<file path="config.mk">
export PLATFORM = sky130hd
export DESIGN_NAME = usbh_xact_engine
export DESIGN_NICKNAME = d
export VERILOG_FILES = /design/src/rtl/usbh_pkg.sv /design/src/rtl/usbh_linemon.sv /design/src/rtl/usbh_pktbuf.sv /design/src/rtl/usbh_xact_seq.sv /design/src/rtl/usbh_xact_engine.sv
export SDC_FILE = /design/constraint.sdc
export NUM_CORES = 2
export LEC_CHECK = 0
export CAP_MARGIN = 20
export CORE_MARGIN = 2
export CORE_UTILIZATION = 50
export DETAILED_ROUTE_END_ITERATION = 12
export PLACE_DENSITY_LB_ADDON = 0.05
export SLEW_MARGIN = 0
export SYNTH_ARGS = -nofsm -noshare
export SYNTH_HDL_FRONTEND = slang
export SYNTH_SLANG_ARGS = --single-unit
export TNS_END_PERCENT = 100
</file>
<file path="constraint.sdc">
create_clock -name clk -period 5.8 [get_ports clk]
set_clock_uncertainty 0.2 [all_clocks]
set_input_delay 0.58 -clock clk [delete_from_list [all_inputs] [get_ports clk]]
set_output_delay 0.58 -clock clk [all_outputs]
set_load 0.005 [all_outputs]
</file>
<file path="src/rtl/usbh_pkg.sv">
package usbh_pkg;
    localparam int ADDR_W = 8;
    localparam int DATA_W = 8;
    localparam int PID_W  = 4;
    localparam int N_EP   = 2;

    localparam logic [ADDR_W-1:0] BUF_BASE = 8'h10;

    localparam logic [PID_W-1:0] PID_OUT   = 4'h1;
    localparam logic [PID_W-1:0] PID_IN    = 4'h9;
    localparam logic [PID_W-1:0] PID_DATA0 = 4'h3;
    localparam logic [PID_W-1:0] PID_DATA1 = 4'hB;
    localparam logic [PID_W-1:0] PID_ACK   = 4'h2;
    localparam logic [PID_W-1:0] PID_NAK   = 4'hA;
    localparam logic [PID_W-1:0] PID_STALL = 4'hE;

    localparam logic [2:0] OFS_CTRL  = 3'd0;
    localparam logic [2:0] OFS_BUF   = 3'd1;
    localparam logic [2:0] OFS_LEN   = 3'd2;
    localparam logic [2:0] OFS_STAT  = 3'd3;
    localparam logic [2:0] OFS_TOKEN = 3'd4;
    localparam logic [2:0] OFS_MISC  = 3'd5;
    localparam logic [2:0] OFS_DEV   = 3'd6;
    localparam logic [2:0] OFS_CNT   = 3'd7;

    localparam int CTRL_TOGGLE_BIT = 6;

    typedef struct packed {
        logic [PID_W-1:0]  pid;
        logic [6:0]        dev;
        logic [3:0]        endp;
        logic [ADDR_W-1:0] start;
        logic [DATA_W-1:0] len;
        logic              toggle;
    } xact_cfg_t;

    typedef struct packed {
        logic mismatch;
        logic timeout;
        logic stall;
        logic nak;
        logic ack;
    } xact_res_t;

    typedef enum logic [2:0] {
        ST_IDLE, ST_TOK0, ST_TOK1, ST_DOUT,
        ST_WAIT_HS, ST_WAIT_DIN, ST_RECV, ST_SEND_HS
    } xact_st_t;

    function automatic logic [DATA_W-1:0] status_byte(xact_res_t r);
        return {2'b00, r.mismatch, r.timeout, r.stall, r.nak, r.ack, 1'b1};
    endfunction

    function automatic logic [PID_W-1:0] data_pid(logic t);
        return t ? PID_DATA1 : PID_DATA0;
    endfunction
endpackage

</file>
<file path="src/rtl/usbh_linemon.sv">
module usbh_linemon (
    input  logic clk,
    input  logic rst,
    input  logic dp,
    input  logic dm,
    output logic attach,
    output logic full_speed
);
    logic [1:0] sync1, sync2;

    always_ff @(posedge clk) begin
        if (rst) begin
            sync1 <= '0;
            sync2 <= '0;
        end else begin
            sync1 <= {dp, dm};
            sync2 <= sync1;
        end
    end

    assign attach     = sync2[1] | sync2[0];
    assign full_speed = sync2[1];
endmodule

</file>
<file path="src/rtl/usbh_pktbuf.sv">
module usbh_pktbuf
    import usbh_pkg::*;
(
    input  logic              clk,
    input  logic              eng_we,
    input  logic [ADDR_W-1:0] eng_waddr,
    input  logic [DATA_W-1:0] eng_wdata,
    input  logic [ADDR_W-1:0] eng_raddr,
    output logic [DATA_W-1:0] eng_rdata,
    input  logic              cpu_we,
    input  logic [ADDR_W-1:0] cpu_addr,
    input  logic [DATA_W-1:0] cpu_wdata,
    output logic [DATA_W-1:0] cpu_rdata
);
    localparam int DEPTH = 2 ** ADDR_W;

    logic [DATA_W-1:0] mem [DEPTH];

    always_ff @(posedge clk) begin
        if (eng_we && eng_waddr >= BUF_BASE)
            mem[eng_waddr] <= eng_wdata;
        else if (cpu_we && cpu_addr >= BUF_BASE)
            mem[cpu_addr] <= cpu_wdata;
    end

    assign eng_rdata = mem[eng_raddr];
    assign cpu_rdata = mem[cpu_addr];
endmodule

</file>
<file path="src/rtl/usbh_xact_seq.sv">
module usbh_xact_seq
    import usbh_pkg::*;
#(
    parameter int TIMEOUT_CYCLES = 64
)(
    input  logic              clk,
    input  logic              rst,
    input  logic              start,
    input  xact_cfg_t         cfg_in,
    output logic              busy,
    output logic              done,
    output xact_res_t         res,
    output logic [DATA_W-1:0] rx_count,
    output logic              tx_valid,
    output logic [PID_W-1:0]  tx_pid,
    output logic [DATA_W-1:0] tx_data,
    output logic              tx_last,
    output logic              tx_nodata,
    input  logic              rx_valid,
    input  logic [PID_W-1:0]  rx_pid,
    input  logic              rx_last,
    input  logic              rx_nodata,
    output logic              buf_we,
    output logic [ADDR_W-1:0] buf_waddr,
    output logic [ADDR_W-1:0] buf_raddr,
    input  logic [DATA_W-1:0] buf_rdata
);
    localparam int TMO_W = $clog2(TIMEOUT_CYCLES + 1);
    localparam logic [TMO_W-1:0] TMO_LAST = TMO_W'(TIMEOUT_CYCLES - 1);

    xact_st_t          st;
    xact_cfg_t         cfg;
    logic [DATA_W-1:0] idx;
    logic [DATA_W-1:0] cnt;
    logic [TMO_W-1:0]  tmo;
    logic              is_in, zero_len, pid_ok, room, tmo_hit;

    assign is_in    = (cfg.pid == PID_IN);
    assign zero_len = (cfg.len == '0);
    assign pid_ok   = (rx_pid == data_pid(cfg.toggle));
    assign room     = (cnt < cfg.len);
    assign tmo_hit  = (tmo == TMO_LAST);

    assign busy      = (st != ST_IDLE);
    assign rx_count  = cnt;
    assign buf_raddr = cfg.start + idx;
    assign buf_waddr = cfg.start + cnt;
    assign buf_we    = rx_valid && !rx_nodata && room &&
                       ((st == ST_WAIT_DIN && pid_ok) || st == ST_RECV);

    always_comb begin
        tx_valid  = 1'b0;
        tx_pid    = cfg.pid;
        tx_data   = '0;
        tx_last   = 1'b0;
        tx_nodata = 1'b0;
        case (st)
            ST_TOK0: begin
                tx_valid = 1'b1;
                tx_data  = {cfg.endp[0], cfg.dev};
            end
            ST_TOK1: begin
                tx_valid = 1'b1;
                tx_data  = {5'b0, cfg.endp[3:1]};
                tx_last  = 1'b1;
            end
            ST_DOUT: begin
                tx_valid  = 1'b1;
                tx_pid    = data_pid(cfg.toggle);
                tx_data   = zero_len ? '0 : buf_rdata;
                tx_nodata = zero_len;
                tx_last   = zero_len || (idx == cfg.len - 8'd1);
            end
            ST_SEND_HS: begin
                tx_valid  = 1'b1;
                tx_pid    = PID_ACK;
                tx_last   = 1'b1;
                tx_nodata = 1'b1;
            end
            default: ;
        endcase
    end

    always_ff @(posedge clk) begin
        if (rst) begin
            st   <= ST_IDLE;
            cfg  <= '0;
            idx  <= '0;
            cnt  <= '0;
            tmo  <= '0;
            res  <= '0;
            done <= 1'b0;
        end else begin
            done <= 1'b0;
            case (st)
                ST_IDLE: if (start) begin
                    cfg <= cfg_in;
                    idx <= '0;
                    cnt <= '0;
                    res <= '0;
                    st  <= ST_TOK0;
                end
                ST_TOK0: st <= ST_TOK1;
                ST_TOK1: begin
                    tmo <= '0;
                    st  <= is_in ? ST_WAIT_DIN : ST_DOUT;
                end
                ST_DOUT: begin
                    if (tx_last) begin
                        tmo <= '0;
                        st  <= ST_WAIT_HS;
                    end else begin
                        idx <= idx + 8'd1;
                    end
                end
                ST_WAIT_HS: begin
                    if (rx_valid) begin
                        case (rx_pid)
                            PID_ACK:   res.ack   <= 1'b1;
                            PID_NAK:   res.nak   <= 1'b1;
                            PID_STALL: res.stall <= 1'b1;
                            default:   res.mismatch <= 1'b1;
                        endcase
                        st   <= ST_IDLE;
                        done <= 1'b1;
                    end else if (tmo_hit) begin
                        res.timeout <= 1'b1;
                        st   <= ST_IDLE;
                        done <= 1'b1;
                    end else begin
                        tmo <= tmo + 1'b1;
                    end
                end
                ST_WAIT_DIN: begin
                    if (rx_valid) begin
                        if (pid_ok) begin
                            if (buf_we) cnt <= cnt + 8'd1;
                            st <= rx_last ? ST_SEND_HS : ST_RECV;
                        end else begin
                            if (rx_pid == PID_NAK)        res.nak   <= 1'b1;
                            else if (rx_pid == PID_STALL) res.stall <= 1'b1;
                            else                          res.mismatch <= 1'b1;
                            st   <= ST_IDLE;
                            done <= 1'b1;
                        end
                    end else if (tmo_hit) begin
                        res.timeout <= 1'b1;
                        st   <= ST_IDLE;
                        done <= 1'b1;
                    end else begin
                        tmo <= tmo + 1'b1;
                    end
                end
                ST_RECV: if (rx_valid) begin
                    if (buf_we) cnt <= cnt + 8'd1;
                    if (rx_last) st <= ST_SEND_HS;
                end
                ST_SEND_HS: begin
                    res.ack <= 1'b1;
                    st      <= ST_IDLE;
                    done    <= 1'b1;
                end
                default: st <= ST_IDLE;
            endcase
        end
    end
endmodule

</file>
<file path="src/rtl/usbh_xact_engine.sv">
module usbh_xact_engine
    import usbh_pkg::*;
#(
    parameter int TIMEOUT_CYCLES = 64
)(
    input  logic              clk,
    input  logic              rst,
    input  logic [ADDR_W-1:0] bus_addr,
    input  logic              bus_wr,
    input  logic [DATA_W-1:0] bus_wdata,
    output logic [DATA_W-1:0] bus_rdata,
    output logic              tx_valid,
    output logic [PID_W-1:0]  tx_pid,
    output logic [DATA_W-1:0] tx_data,
    output logic              tx_last,
    output logic              tx_nodata,
    input  logic              rx_valid,
    input  logic [PID_W-1:0]  rx_pid,
    input  logic [DATA_W-1:0] rx_data,
    input  logic              rx_last,
    input  logic              rx_nodata,
    input  logic              line_dp,
    input  logic              line_dm,
    output logic              bus_se0
);
    logic [DATA_W-1:0] ep_ctrl [N_EP];
    logic [DATA_W-1:0] ep_buf  [N_EP];
    logic [DATA_W-1:0] ep_len  [N_EP];
    logic [DATA_W-1:0] ep_stat [N_EP];
    logic [DATA_W-1:0] ep_tok  [N_EP];
    logic [6:0]        ep_dev  [N_EP];
    logic [DATA_W-1:0] ep_cnt  [N_EP];
    logic [DATA_W-1:0] busctl;
    logic              act_ep;

    logic              fsm_busy, fsm_done, busy_any;
    xact_res_t         fsm_res;
    logic [DATA_W-1:0] fsm_cnt;
    xact_cfg_t         cfg_in;
    logic              reg_hit, sel, start_req;
    logic [2:0]        ofs;
    logic              attach, full_speed;
    logic              eng_we;
    logic [ADDR_W-1:0] eng_waddr, eng_raddr;
    logic [DATA_W-1:0] eng_rdata, cpu_rdata;

    assign reg_hit   = (bus_addr < BUF_BASE);
    assign sel       = bus_addr[3];
    assign ofs       = bus_addr[2:0];
    assign busy_any  = fsm_busy | fsm_done;
    assign start_req = bus_wr && reg_hit && (ofs == OFS_CTRL) && bus_wdata[0] && !busy_any;
    assign bus_se0   = (busctl[4:3] == 2'b01);

    always_comb begin
        cfg_in.pid    = ep_tok[sel][7:4];
        cfg_in.endp   = ep_tok[sel][3:0];
        cfg_in.dev    = ep_dev[sel];
        cfg_in.start  = ep_buf[sel];
        cfg_in.len    = ep_len[sel];
        cfg_in.toggle = bus_wdata[CTRL_TOGGLE_BIT];
    end

    usbh_linemon u_line (
        .clk(clk), .rst(rst), .dp(line_dp), .dm(line_dm),
        .attach(attach), .full_speed(full_speed)
    );

    usbh_pktbuf u_buf (
        .clk(clk),
        .eng_we(eng_we), .eng_waddr(eng_waddr), .eng_wdata(rx_data),
        .eng_raddr(eng_raddr), .eng_rdata(eng_rdata),
        .cpu_we(bus_wr && !reg_hit), .cpu_addr(bus_addr),
        .cpu_wdata(bus_wdata), .cpu_rdata(cpu_rdata)
    );

    usbh_xact_seq #(.TIMEOUT_CYCLES(TIMEOUT_CYCLES)) u_seq (
        .clk(clk), .rst(rst), .start(start_req), .cfg_in(cfg_in),
        .busy(fsm_busy), .done(fsm_done), .res(fsm_res), .rx_count(fsm_cnt),
        .tx_valid(tx_valid), .tx_pid(tx_pid), .tx_data(tx_data),
        .tx_last(tx_last), .tx_nodata(tx_nodata),
        .rx_valid(rx_valid), .rx_pid(rx_pid), .rx_last(rx_last), .rx_nodata(rx_nodata),
        .buf_we(eng_we), .buf_waddr(eng_waddr), .buf_raddr(eng_raddr), .buf_rdata(eng_rdata)
    );

    always_ff @(posedge clk) begin
        if (rst) begin
            for (int e = 0; e < N_EP; e++) begin
                ep_ctrl[e] <= '0;
                ep_buf[e]  <= '0;
                ep_len[e]  <= '0;
                ep_stat[e] <= '0;
                ep_tok[e]  <= '0;
                ep_dev[e]  <= '0;
                ep_cnt[e]  <= '0;
            end
            busctl <= '0;
            act_ep <= 1'b0;
        end else begin
            if (bus_wr && reg_hit) begin
                case (ofs)
                    OFS_CTRL:  if (!busy_any) ep_ctrl[sel] <= {bus_wdata[7:1], 1'b0};
                    OFS_BUF:   ep_buf[sel] <= bus_wdata;
                    OFS_LEN:   ep_len[sel] <= bus_wdata;
                    OFS_TOKEN: ep_tok[sel] <= bus_wdata;
                    OFS_DEV:   ep_dev[sel] <= bus_wdata[6:0];
                    OFS_MISC: if (!sel) begin
                        if (busy_any) busctl[4:3] <= bus_wdata[4:3];
                        else          busctl      <= bus_wdata;
                    end
                    default: ;
                endcase
            end
            if (start_req) begin
                act_ep       <= sel;
                ep_stat[sel] <= '0;
                ep_cnt[sel]  <= '0;
            end
            if (fsm_done) begin
                ep_stat[act_ep] <= status_byte(fsm_res);
                ep_cnt[act_ep]  <= fsm_cnt;
            end
        end
    end

    always_comb begin
        bus_rdata = '0;
        if (!reg_hit) begin
            bus_rdata = cpu_rdata;
        end else begin
            case (ofs)
                OFS_CTRL:  bus_rdata = {ep_ctrl[sel][7:1], busy_any && (act_ep == sel)};
                OFS_BUF:   bus_rdata = ep_buf[sel];
                OFS_LEN:   bus_rdata = ep_len[sel];
                OFS_STAT:  bus_rdata = ep_stat[sel];
                OFS_TOKEN: bus_rdata = ep_tok[sel];
                OFS_MISC:  bus_rdata = sel ? {6'b0, full_speed, attach} : busctl;
                OFS_DEV:   bus_rdata = {1'b0, ep_dev[sel]};
                OFS_CNT:   bus_rdata = ep_cnt[sel];
                default:   bus_rdata = '0;
            endcase
        end
    end
endmodule

</file>
* Yosys cells after proc, flatten, opt, wreduce, memory -nomap -nowiden
Memories as Yosys holds them, arrays and structs flattened.
Cells that the tools add are included.
** Operators by class
- Add/subtract/negate cells :: 6
- Magnitude comparators :: 4
- Equality and inequality tests :: 38
- Muxes and demuxes :: 120
- Bitwise operators :: 4
- Reductions and logical operators :: 52
** Operators with widths (count)
- two-way mux 8 bit :: 16
- two-way mux 1 bit :: 71
- case mux 8 bit (8 select lines) :: 1
- case mux 8 bit (3 select lines) :: 2
- OR reduction 8 bit :: 6
- two-way mux 7 bit :: 5
- two-way mux 3 bit :: 10
- inequality test 2 bit (second input constant) :: 14
- equality test 3 bit (second input constant) :: 8
- case mux 3 bit (8 select lines) :: 1
- case mux 7 bit (3 select lines) :: 1
- adder 8 x 1 -> 8 bit (second input constant) :: 2
- adder 8 bit :: 2
- >= comparator 8 x 5 -> 1 bit (second input constant) :: 2
- case mux 8 bit (2 select lines) :: 1
- AND reduction 4 bit :: 4
- nonzero test 3 bit :: 5
- OR reduction 7 bit :: 2
- equality test 3 x 2 -> 1 bit (second input constant) :: 4
- equality test 4 bit (second input constant) :: 3
- logical AND 1 bit :: 12
- two-way mux 6 bit :: 2
- case mux 4 bit (3 select lines) :: 1
- OR reduction 6 bit :: 2
- 33 further kinds :: 47
** Word-level totals
- Register bits :: 77
- Memory bits (writable) :: 2152
- Input port bits :: 36
- Output and inout bits :: 24
- Logic and storage cells :: 253
- Memories :: 8
** Memory list
- u_buf.mem :: words 256, width 8, read ports 2, clocked after Yosys merged registers in 0, wr ports 1, RTL line usbh_pktbuf.sv:17 : logic [DATA_W-1:0] mem [DEPTH];
- ep_buf :: words 2, width 8, read ports 1, clocked after Yosys merged registers in 0, wr ports 2, RTL line usbh_xact_engine.sv:27 : logic [DATA_W-1:0] ep_buf [N_EP];
- ep_cnt :: words 2, width 8, read ports 1, clocked after Yosys merged registers in 0, wr ports 2, RTL line usbh_xact_engine.sv:32 : logic [DATA_W-1:0] ep_cnt [N_EP];
- ep_len :: words 2, width 8, read ports 1, clocked after Yosys merged registers in 0, wr ports 2, RTL line usbh_xact_engine.sv:28 : logic [DATA_W-1:0] ep_len [N_EP];
- ep_tok :: words 2, width 8, read ports 1, clocked after Yosys merged registers in 0, wr ports 2, RTL line usbh_xact_engine.sv:30 : logic [DATA_W-1:0] ep_tok [N_EP];
- ep_ctrl :: words 2, width 7, read ports 1, clocked after Yosys merged registers in 0, wr ports 2, RTL line usbh_xact_engine.sv:26 : logic [DATA_W-1:0] ep_ctrl [N_EP];
- +2 memories

* Logic depth before layout (Yosys ltp)
- Depth in word-level cells :: 11
- Mapped depth :: 15
- Gate-level depth less buffers :: 12

* By module
A second synthesis with hierarchy kept.
** Second synthesis, totals
- Cell total of the unflattened synthesis :: 5819
- Area, all modules :: 105633.8 um^2
** By module, submodules not included
- usbh_pktbuf :: instances 1, cells an instance 4847, area each 95904.5 um^2, sequential area each 61499.0 um^2
- usbh_xact_engine :: instances 1, cells an instance 451, area each 5704.2 um^2, sequential area each 3303.2 um^2
- usbh_xact_seq :: instances 1, cells an instance 512, area each 3913.8 um^2, sequential area each 1281.2 um^2
- usbh_linemon :: instances 1, cells an instance 9, area each 111.4 um^2, sequential area each 80.1 um^2

* Worst setup path before layout
Ideal clock, no wire load.
- Kind :: flip-flop to flip-flop
- From :: register u_seq.cnt[0] (netlist: u_seq.rx_count[0])
- To :: memory u_buf.mem[0][0], data pin
- Library setup time :: 557 ps
- Arrival :: 4388 ps
- Data required time :: 5043 ps
- Path slack :: 656 ps
- Cell stages (with the launch flop) :: 13
- Buffers on the path :: 1
- Period minus slack after synthesis :: 5144 ps
- Path through :: dfxtp_1 ha_1 inv_1 fa_1 nor2b_1 o21a_1 o21ai_1 nor3b_1 nor3_2 a31oi_4 buf_4 nor2_2 mux2_2
** On the way
- Cells in the longest elaborated chain, start to end :: 8
- Elaborated cells on any way between the ends :: 10
- Those cells by class :: 1 x add/sub; 2 x order compare; 3 x mux; 4 x reduce/logical
** RTL lines
- start: declaration :: RTL line usbh_xact_seq.sv:34 : logic [DATA_W-1:0] cnt;
- start signal: assignment :: RTL line usbh_xact_seq.sv:137 : if (buf_we) cnt <= cnt + 8'd1;
- start signal: assignment :: RTL line usbh_xact_seq.sv:155 : if (buf_we) cnt <= cnt + 8'd1;
- branches (longest 3 deep; another with adder 8 bit)
- logical AND 1 bit * :: RTL line usbh_pktbuf.sv:20 : if (eng_we && eng_waddr >= BUF_BASE)
- two-way mux 1 bit * :: RTL line usbh_pktbuf.sv:20
- two-way mux 1 bit (not written as such) * :: RTL line usbh_pktbuf.sv:23 : mem[cpu_addr] <= cpu_wdata;
- OR reduction 8 bit (no line) *
- two-way mux 8 bit (no line) *
- end: declaration :: RTL line usbh_pktbuf.sv:17
Mark *: on every way between the ends.

* Final worst setup path
- From :: register, netlist name u_seq.cfg[9]
- To :: output tx_data[4]
** On the way
- Cells in the longest elaborated chain, start to end :: 4
** RTL lines
- adder 8 bit :: RTL line usbh_xact_seq.sv:46 : assign buf_raddr = cfg.start + idx;
- memory read (256 x 8 bit)
- two-way mux 8 bit :: RTL line usbh_xact_seq.sv:70 : tx_data = zero_len ? '0 : buf_rdata;
- case mux 8 bit (3 select lines) :: RTL line usbh_xact_seq.sv:57 : case (st)
- end: declaration :: RTL line usbh_xact_engine.sv:14 : output logic [DATA_W-1:0] tx_data,
No other way between the ends.

==> metrics.md <==
| Metric | Value |
|---|---|
| Outcome | finished with violations |
| Failing checks | setup timing |
| Final setup fails | 2 |
| Synth Flop Type | edfxtp_1 |
| Skew-Pair Late Insertion Delay | 0.88 ns |
| First-pass GRT wire length | 508000 µm |
| Crit path max fanout | 7 |
| Post-Syn Instances | 5603 |
| Top cell type's share of synthesized area | 61.7% |
| Yosys cell types | 77 |
| Post-route insts no fill | 9294 |
| Clk slew on worst S/H paths | 0.06 ns |
| Total overflow reported by the global router | 0 |
| Worst Path Required | 5.02 ns |
| Synth cell count leaders | edfxtp_1, mux4_2, nor2_1, nand2_1, clkbuf_1 |
| Max-Cap Viols | 0 |
| Detailed placer's ending HPWL | 245000 µm |
| Worst setup SP type | flop |
| I/O Buffers | 59 |
| Final WL | 366000 µm |
| CTS tree | done |
| Max_slew headroom | 16.0% |
| Num Clock Sinks | 2229 |
| Area delta synth->final | 17.4% |
| Gpl congestion | 0.947 |
| Vias/cell | 7.04 |
| Asr flop ratio synth | 0% |
| H-tree depth | 4 |
| Most frequent cell after synthesis | edfxtp_1 |
| Synth top area cells | edfxtp_1, mux4_2, dfxtp_1, nor2_1, mux2i_1 |
| Initial antenna violation count | 15 |
| Final hold viol count | 0 |
| Starting density of the core | 50.1% |
| Number of CTS-inserted buffers | 232 |
| Layout fillers | 15566 |
| Placed Cells | 8760 |
| Crit path capture type | output pin |
| Power Density | 286 nW/µm² |
| DRC violations left | 0 |
| Max-slew violation count | 0 |
| Routed wire per std cell | 39.4 µm |
| Clock buffer depth | 3 |
| Sequential cell area | 66200 µm² |
| All-Layer GR Usage | 34.4% |
| Ys Warns | 0 |
| Final net count | 6351 |
| Mapped Area | 105000 µm² |
| Leakage | 0.0404 µW |
| Peak supply drop | 320 µV |
| Share of post-route cells with drive strength above 1 | 36.3% |
| Register area share after synthesis | 63.1% |
| Number of synthesized flops with an enable pin | 2152 |
| F_max | 169 MHz |
| # rows | 168 |
| Top Ports | 60 |
| CTS root buf | clkbuf_16 |
| TNS Setup | -0.113 ns |
| Largest net degree at the start of global routing | 126 |
| Initial DRC Count | 10210 |
| Path type of the worst min-delay path | input pin to flop |
| Syn avg cell area | 18.7 µm² |
| Die area | 213000 µm² |
| Vias in the first global route | 62940 |
| WS Path Type | flop to output pin |
| Post-route ant nets | 0 |
| Drt first pass iters | 6 |
| Die Width | 462 µm |
| Synth Register Bits | 2229 |
| Minimum clock period | 5.91 ns |
| Least-Margin Pin Slew | 1.26 ns |
| Multi-input gate area | 38000 µm² |
| Final WS setup | -0.106 ns |
| Largest area contributor in the netlist | edfxtp_1 |
| CP Data Arrival Time | 5.13 ns |
| Die height | 462 µm |
| Fin crit share | 102% |
| Total number of vias | 65445 |
| RSZ-0062 raised after global routing | true |
| CORE AREA | 209000 µm² |
## registers in the layout (all words and copies together) (netlist names), 14 cells and up
| signal | flops |
|---|---|
| ep_cnt | 16 |
| u_buf.mem | 2048 |
| ep_buf | 16 |
| ep_tok | 16 |
| u_seq.cfg | 32 |
| ep_ctrl | 14 |
| ep_len | 16 |
| ep_dev | 14 |
## worst paths after layout
| path | startpoint | endpoint | slack, ns | cells after the start |
|---|---|---|---|---|
| setup reg to reg | u_seq.cfg[9]$_SDFFE_PP0P_ | u_buf.mem[37][4]$_DFFE_PP_ | 0.43 | 14 |
| hold reg to reg | u_line.sync1[0]$_SDFF_PP0_ | u_line.sync2[0]$_SDFF_PP0_ | 0.26 | 1 |
| hold / removal | line_dp | u_line.sync1[1]$_SDFF_PP0_ | 0.06 | 2 |
| setup / recovery | u_seq.cfg[9]$_SDFFE_PP0P_ | tx_data[4] | -0.11 | 15 |
## final cells by class
cell class	count	area share [%]
diodes	6	0.0122
clock buffers	287	4.97
clock inverters	143	1.16
inverters	22	0.0712
multi-input cells	3055	30.9
flip-flops and latches	2229	53.8
well taps	2805	2.85
repair buffers	747	6.28
## cell families (layout without fill, tap and decap cells)
family	Yosys count	count (layout)	share of synthesized area [%]
buffers and inverters	446	1199	2.08
AO/OA/AOI/OAI	417	417	2.78
multiplexers	1319	1319	26.5
adder cells (fa/ha/maj)	28	28	0.349
AND/OR/NAND/NOR	1115	1115	4.78
XOR/XNOR	48	48	0.401
flip-flops	2229	2229	63.1
other	1	134	0.00358
## routing by layer
| metal | vias up | share of wire [%] | track usage (%) |
|---|---|---|---|
| met4 | 20 | 5.4 | 15.0 |
| met5 | - | 0.083 | 0 |
| met2 | 4841 | 45 | 51.3 |
| met1 | 34980 | 38 | 48.6 |
| li1 | 24852 | - | - |
| met3 | 752 | 11 | 8.42 |
## where the power goes
part	switching [µW]	internal [µW]	total, µW
clock network	6420	8510	14900
logic	1460	808	2270
registers	40.7	17900	18000
## placed cells by master, fill, tap and decap left out, types with 35 or more instances in the layout
master           instances
a211oi_1                48
a21oi_1                 82
and2_1                 107
and3_1                  35
buf_12                  79
buf_4                  536
clkbuf_1                50
clkbuf_16              241
clkdlybuf4s50_1         45
clkinv_1                58
clkinv_2                41
conb_1                 128
dfxtp_1                 74
edfxtp_1              2152
mux2i_1                135
mux4_2                1160
nand2_1                343
nand3_1                 92
nor2_1                 380
o21ai_0                 40
## stage by stage
stage | total power [µW] | instance area, µm² | setup slack (ns) | util (%) | hold WS (ns)
3_3_place_gp | 20500 | 113000 | -0.211 | 54.2 | 0.234
2_1_floorplan | 19500 | 105000 | 0.656 | - | 0.214
6_report | 35200 | 123000 | -0.106 | 58.9 | 0.0598
4_1_cts | 35300 | 123000 | -0.106 | 58.7 | 0.0212
3_5_place_dp | 20500 | 113000 | -0.209 | 54.2 | 0.231
5_1_grt | 36000 | 123000 | -0.0424 | 58.9 | 0.0504
## worst max-delay path, cell delays in order, from the launching register on
cell and delay, ns:
dfxtp_4 0.36, ha_4 0.14, inv_2 0.04, fa_4 0.79
buf_12 0.18, buf_16 0.15, buf_12 0.14, buf_16 0.14
mux4_2 0.34, mux4_2 0.60, nand2_1 0.10, nand4_1 0.09
buf_4 0.18, nand4_1 0.30, nand4_1 0.40, buf_2 0.26
## timing repair
item | CTS | global route
pin swaps | 41 | 22
hold buffers | 1 | 0
gates cloned | 18 | 5
hold endpoints to repair | 8 | 0
buffers inserted | 62 | 11
gates resized for setup | 186 | 34
endpoints found under the setup margin | 10 | 9
Power figures use the tool's default switching activity.
